### src/rtl/rfm_pkg.sv
package rfm_pkg;
  typedef enum logic {EDGE_RISE = 1'b0, EDGE_BOTH = 1'b1} edge_mode_e;
  typedef enum logic {RF_IDLE = 1'b0, RF_COUNT = 1'b1} rf_state_e;
endpackage

### src/rtl/rfm_edge_sync.sv
module rfm_edge_sync
  import rfm_pkg::*;
(
  input  logic       clk,
  input  logic       rst_n,
  input  logic       pin,
  input  edge_mode_e mode,
  output logic       edge_pulse
);
  // two synchronizer stages plus one history stage
  logic [2:0] stage_q;

  always_ff @(posedge clk) begin
    if (!rst_n) stage_q <= '0;
    else        stage_q <= {stage_q[1:0], pin};
  end

  always_comb begin
    if (mode == EDGE_BOTH) edge_pulse = stage_q[1] ^ stage_q[2];
    else                   edge_pulse = stage_q[1] & ~stage_q[2];
  end
endmodule

### src/rtl/rfm_prescaler.sv
module rfm_prescaler #(
  parameter int TW   = 32,
  parameter int EXPW = 5
) (
  input  logic            clk,
  input  logic            rst_n,
  input  logic            edge_pulse,
  input  logic [EXPW-1:0] exp_req,
  output logic            wrap,
  output logic [EXPW-1:0] win_exp
);
  logic [TW-1:0] cnt_q;
  logic [TW-1:0] limit;

  assign limit = (TW'(1) << win_exp) - TW'(1);
  assign wrap  = edge_pulse && (cnt_q == limit);

  always_ff @(posedge clk) begin
    if (!rst_n) begin
      cnt_q   <= '0;
      win_exp <= '0;
    end else if (edge_pulse) begin
      if (cnt_q == limit) begin
        cnt_q   <= '0;
        win_exp <= exp_req;
      end else begin
        cnt_q <= cnt_q + TW'(1);
      end
    end
  end
endmodule

### src/rtl/rfm_range_finder.sv
module rfm_range_finder
  import rfm_pkg::*;
#(
  parameter int EXPW      = 5,
  parameter int EXP_LIM   = 31,
  parameter int RANGE_WIN = 80000,
  parameter int MAX_GATE  = 8000000
) (
  input  logic            clk,
  input  logic            rst_n,
  input  logic            start,
  input  logic            edge_pulse,
  output logic            busy,
  output logic [EXPW-1:0] found_exp
);
  localparam int CW = $clog2(RANGE_WIN + 1);

  rf_state_e       state_q;
  logic [CW-1:0]   win_q;
  logic [CW-1:0]   edges_q;
  logic [CW-1:0]   edges_tot;
  logic [EXPW-1:0] best;

  assign busy      = (state_q == RF_COUNT);
  assign edges_tot = edges_q + CW'(edge_pulse);

  // largest exponent whose expected window fits the gate limit
  always_comb begin
    best = '0;
    for (int n = 0; n <= EXP_LIM; n++) begin
      if ((64'(RANGE_WIN) << n) <= 64'(MAX_GATE) * 64'(edges_tot))
        best = EXPW'(n);
    end
  end

  always_ff @(posedge clk) begin
    if (!rst_n) begin
      state_q   <= RF_IDLE;
      win_q     <= '0;
      edges_q   <= '0;
      found_exp <= '0;
    end else begin
      case (state_q)
        RF_IDLE: if (start) begin
          state_q <= RF_COUNT;
          win_q   <= '0;
          edges_q <= '0;
        end
        RF_COUNT: begin
          edges_q <= edges_tot;
          if (win_q == CW'(RANGE_WIN - 1)) begin
            state_q   <= RF_IDLE;
            found_exp <= best;
          end else begin
            win_q <= win_q + CW'(1);
          end
        end
        default: state_q <= RF_IDLE;
      endcase
    end
  end
endmodule

### src/rtl/recip_freq_meter.sv
module recip_freq_meter
  import rfm_pkg::*;
#(
  parameter int TW        = 32,
  parameter int EXPW      = 5,
  parameter int RANGE_WIN = 80000,
  parameter int MAX_GATE  = 8000000
) (
  input  logic            clk,
  input  logic            rst_n,
  input  logic            sig_in,
  input  logic [EXPW-1:0] div_exp,
  input  logic            use_auto,
  input  logic            both_edges,
  input  logic            clear_on_cap,
  input  logic            range_start,
  output logic            range_busy,
  output logic [EXPW-1:0] range_exp,
  output logic            out_valid,
  input  logic            out_ready,
  output logic [TW-1:0]   out_count,
  output logic [TW-1:0]   out_time,
  output logic            out_overrun
);
  localparam int EXP_TOP = (1 << EXPW) - 1;
  localparam int EXP_LIM = (EXP_TOP < TW - 1) ? EXP_TOP : TW - 1;

  logic            edge_pulse;
  logic            cap_evt;
  logic [EXPW-1:0] sel_exp;
  logic [EXPW-1:0] exp_req;
  logic [EXPW-1:0] win_exp;
  logic [TW-1:0]   timer_q;
  logic [TW-1:0]   prev_q;
  edge_mode_e      mode;

  assign mode    = both_edges ? EDGE_BOTH : EDGE_RISE;
  assign sel_exp = use_auto ? range_exp : div_exp;
  assign exp_req = (int'(sel_exp) > EXP_LIM) ? EXPW'(EXP_LIM) : sel_exp;

  rfm_edge_sync u_sync (
    .clk        (clk),
    .rst_n      (rst_n),
    .pin        (sig_in),
    .mode       (mode),
    .edge_pulse (edge_pulse)
  );

  rfm_prescaler #(.TW(TW), .EXPW(EXPW)) u_div (
    .clk        (clk),
    .rst_n      (rst_n),
    .edge_pulse (edge_pulse),
    .exp_req    (exp_req),
    .wrap       (cap_evt),
    .win_exp    (win_exp)
  );

  rfm_range_finder #(
    .EXPW(EXPW), .EXP_LIM(EXP_LIM),
    .RANGE_WIN(RANGE_WIN), .MAX_GATE(MAX_GATE)
  ) u_range (
    .clk        (clk),
    .rst_n      (rst_n),
    .start      (range_start),
    .edge_pulse (edge_pulse),
    .busy       (range_busy),
    .found_exp  (range_exp)
  );

  // free-running timer, capture register and stream output stage
  always_ff @(posedge clk) begin
    if (!rst_n) begin
      timer_q     <= '0;
      prev_q      <= '0;
      out_valid   <= 1'b0;
      out_count   <= '0;
      out_time    <= '0;
      out_overrun <= 1'b0;
    end else begin
      timer_q <= (cap_evt && clear_on_cap) ? TW'(1) : timer_q + TW'(1);
      if (cap_evt) begin
        prev_q    <= clear_on_cap ? '0 : timer_q;
        out_time  <= timer_q - prev_q;
        out_count <= TW'(1) << win_exp;
        out_valid <= 1'b1;
        if (out_valid && !out_ready)     out_overrun <= 1'b1;
        else if (out_valid && out_ready) out_overrun <= 1'b0;
      end else if (out_valid && out_ready) begin
        out_valid   <= 1'b0;
        out_overrun <= 1'b0;
      end
    end
  end
endmodule

### config.mk
export PLATFORM = sky130hd
export DESIGN_NAME = recip_freq_meter
export DESIGN_NICKNAME = d
export VERILOG_FILES = /design/src/rtl/rfm_pkg.sv /design/src/rtl/rfm_edge_sync.sv /design/src/rtl/rfm_prescaler.sv /design/src/rtl/rfm_range_finder.sv /design/src/rtl/recip_freq_meter.sv
export SDC_FILE = /design/constraint.sdc
export NUM_CORES = 1
export LEC_CHECK = 0
export BUFFER_PORTS_ARGS = -buffer_cell sky130_fd_sc_hd__buf_4
export CAP_MARGIN = 0
export CORE_ASPECT_RATIO = 0.5
export CORE_MARGIN = 5
export CORE_UTILIZATION = 35
export DETAILED_ROUTE_END_ITERATION = 8
export GPL_TIMING_DRIVEN = 0
export PLACE_DENSITY_LB_ADDON = 0.08
export SLEW_MARGIN = 20
export SYNTH_ARGS = -nofsm -noshare
export SYNTH_HDL_FRONTEND = slang
export SYNTH_SLANG_ARGS = --single-unit
### constraint.sdc
create_clock -name clk -period 9.6 [get_ports clk]
set_input_delay 0.96 -clock clk [delete_from_list [all_inputs] [get_ports clk]]
set_output_delay 0.96 -clock clk [all_outputs]
set_load 0.01 [all_outputs]
==> metrics.txt <==
status=completed; Post-Layout Cell Count=3,078; R2R Path End=u_range.found_exp[0]; Synthesized Nets=2,470; I/O pin count=85; TritonRoute pass-1 iters=5; port bufs=83; area of the mapped netlist=17,780 um2; clock latency on the worst-skew pair=0.55 ns; row count=58; PD cells=119.1 nW/um2; Yosys reg bits=210; largest net degree at the start of global routing=14; core area=50,220 um2; WHS Path Cells=1; Placement Cell Area=19,280 um2; Max FO, Critical Path=11; DIE HEIGHT=169.4 um; max_cap viols=0; proportion of netlist area held by the largest area contributor=23.64%; DR vias/cell=between 5 and 6; Gate power share=between 20% and 30%; Post-synth EDFFs=0; ANT nets after route=0; WP buf/inv=6; Primary FF master, synth=dfxtp_1; worst setup path class=flop to flop; Detailed Route WL=between 50 and 60 mm; Synth area leaders=dfxtp_1 24%, ha_1 10%, fa_1 6.5%; Fin. Hold Viols=0; fraction of layout cells with a size suffix above 1=10.56%; Worst Setup End Kind=flop; GP Congestion=0.9340; DRC viols=0; f_max=110.8 MHz; Tcrit/Tclk final=between 90% and 100%; first-pass GRT wire length=89.87 mm; Slew headroom=32.92%; Min-Delay Startpoint=u_sync.stage_q[0]; starting density of the core=35.41%; final setup margin=0.5744 ns; root buffer cell=clkbuf_16; Top delay family on crit path=adder cells; Crit path arrival time=~9.5 ns; Crit-path slowest cell=xor2_1; Tmin final=9.026 ns; initial antenna violation count=0; TNS Setup=0 ns; Final Max Tran Viols=0; P_int=~1.7 mW; average wire per standard cell=18.06 um; switching share of power=between 30% and 40%; Placed Cells=between 3,000 and 4,000; CTS tree=done; Max VDD drop=86.26 uV; hold_buf cts=0; htree depth=1; asr flop ratio synth=0%; Num CTS Buffers=24; die area=~56,000 um2; syn_area_per_cell=7.904 um2; WP data required=10.05 ns; Die X=328.8 um; routed vias=16,283; most common cell in the netlist=nand2_1; Place WS=-1.152 ns; most used cell, CP=ha_1; CTS Buffer Depth=3; clk sinks=210; post-synthesis cell type count=96; worst r2r src=u_sync.stage_q[2]; global route overflow=0; number of global-route vias before repair=between 15,000 and 20,000; Clk pin slew, worst setup/hold paths=roughly 0.06 ns; Finished Cell Area=20,440 um2; final net count=2,590; HPWL after DPL=43.63 mm; WHS Endpoint=u_sync.stage_q[1]; startpoint class of the critical path=flop; Setup-failing EPs final=0; top cells by count, synth=246 x nand2_1, 210 x dfxtp_1, 185 x nor2_1, 177 x inv_1, 149 x ha_1; r2r worst-path depth=29; Layout Skew=0.02363 ns; gr usage total=19.66%; CP peak stage delay=~0.79 ns; Area Overhead vs Synth=14.92%; Clk pwr share=39.5%; top cell type by total area after synthesis=dfxtp_1; switching power=0.7715 mW; hold crit path type=flop to flop; sequential fraction of the synthesis area=a little under a quarter; slew of the pin with the lowest slew margin=1.006 ns; unrepaired setup endpoints after global routing=false; First DRT Iteration DRCs=~950; leak pwr=8.577 nW; PnR Total Power=between 2 and 2.5 mW; Yosys warning count=0; part of the power in registers=37.1%; flop-to-flop setup slack=0.57 ns; Mapped Cells=2,250
cell type report:
| cell class | instances | area [um2] |
|---|---|---|
| diodes | 1 | 2.502 |
| plain buffers | 108 | 456.7 |
| clock buffers | 34 | 708.2 |
| clock inverters | 9 | 115.1 |
| fillers | 5308 | 29780 |
| inverters | 177 | 664.4 |
| multi-input cells | 1755 | 12700 |
| flip-flops and latches | 210 | 4204 |
| well taps | 690 | 863.3 |
| repair buffers | 94 | 718.2 |
power groups by stage:
stage / Clock (mW) / Sequential [mW] / Combinational [mW]
after floorplan: 0 / 0.923 / 0.384
after global placement: 0 / 0.923 / 0.569
after detailed placement: 0 / 0.923 / 0.565
after CTS: 0.984 / 0.904 / 0.569
after global routing: 1.02 / 0.905 / 0.625
final: 0.962 / 0.904 / 0.568
repair_timing:
action / CTS / global route
buffers inserted: 0 / 11
endpoints found under the setup margin: 5 / 5
pin swaps: 1 / 5
gates resized for setup: 16 / 29
how the worst max path moves through the flow:
| stage | cells past startpoint | slack (ns) | endpoint | startpoint |
|---|---|---|---|---|
| final | 29 | 0.57 | u_range.found_exp[0] | u_sync.stage_q[2] |
| after global routing | 35 | 0.04 | u_range.found_exp[2] | u_sync.stage_q[2] |
| after CTS | 33 | 0.0007 | u_range.found_exp[0] | u_sync.stage_q[2] |
| after detailed placement | 30 | -1.15 | u_range.found_exp[0] | both_edges |
| after global placement | 31 | -1.30 | u_range.found_exp[0] | both_edges |
| after floorplan | 32 | 0.79 | u_range.found_exp[1] | both_edges |
registers in the layout, indices dropped and copies added (netlist names), named ones only:
register and flops:
u_range.win_q 17, timer_q 32, u_sync.stage_q 3, out_count 32
u_range.edges_q 17, out_time 32, u_range.busy 1, u_div.win_exp 5
prev_q 32, out_valid 1, u_div.cnt_q 32, u_range.found_exp 5
metrics by stage:
step | util, % | hold slack (ns)
after global placement | 38.37 | 0.4185
after detailed placement | 38.39 | 0.4217
final | 40.70 | 0.4269
after global routing | 40.69 | 0.4350
after floorplan | - | 0.4119
after CTS | 40.25 | 0.4306
kinds of logic after synthesis:
group           share of synthesized area (%)
simple gates                            25.30
compound gates                          19.24
buf+inv                                 6.276
flops                                   23.64
fa+ha+maj                               17.01
xor+xnor                                7.782
mux                                    0.7458
layer usage:
metal  track usage [%]  routed length [um]
met1             26.21               26100
met2             33.70               25830
met3             2.416                2136
met4             5.789                1520
met5                 0                   0
placed cells by master (no fill, tap or decap), types with 12 or more instances in the layout:
cell	instances
nand2b_1	13
buf_2	25
xnor2_1	71
nand3_1	74
nor2b_1	33
inv_1	177
a21o_1	25
fa_1	58
xor2_1	73
o21ai_1	12
nor4_1	21
and2_1	34
buf_4	98
or3_1	24
clkbuf_16	24
nand2_1	246
o21ai_0	76
a31oi_1	21
nor2_1	181
nand3b_1	32
o21a_1	14
a21boi_0	74
and3_1	40
dfxtp_1	210
ha_1	149
nand4_1	46
a21oi_1	103
nor3_1	63
clkbuf_1	75
(Power assumes the default switching activity.)
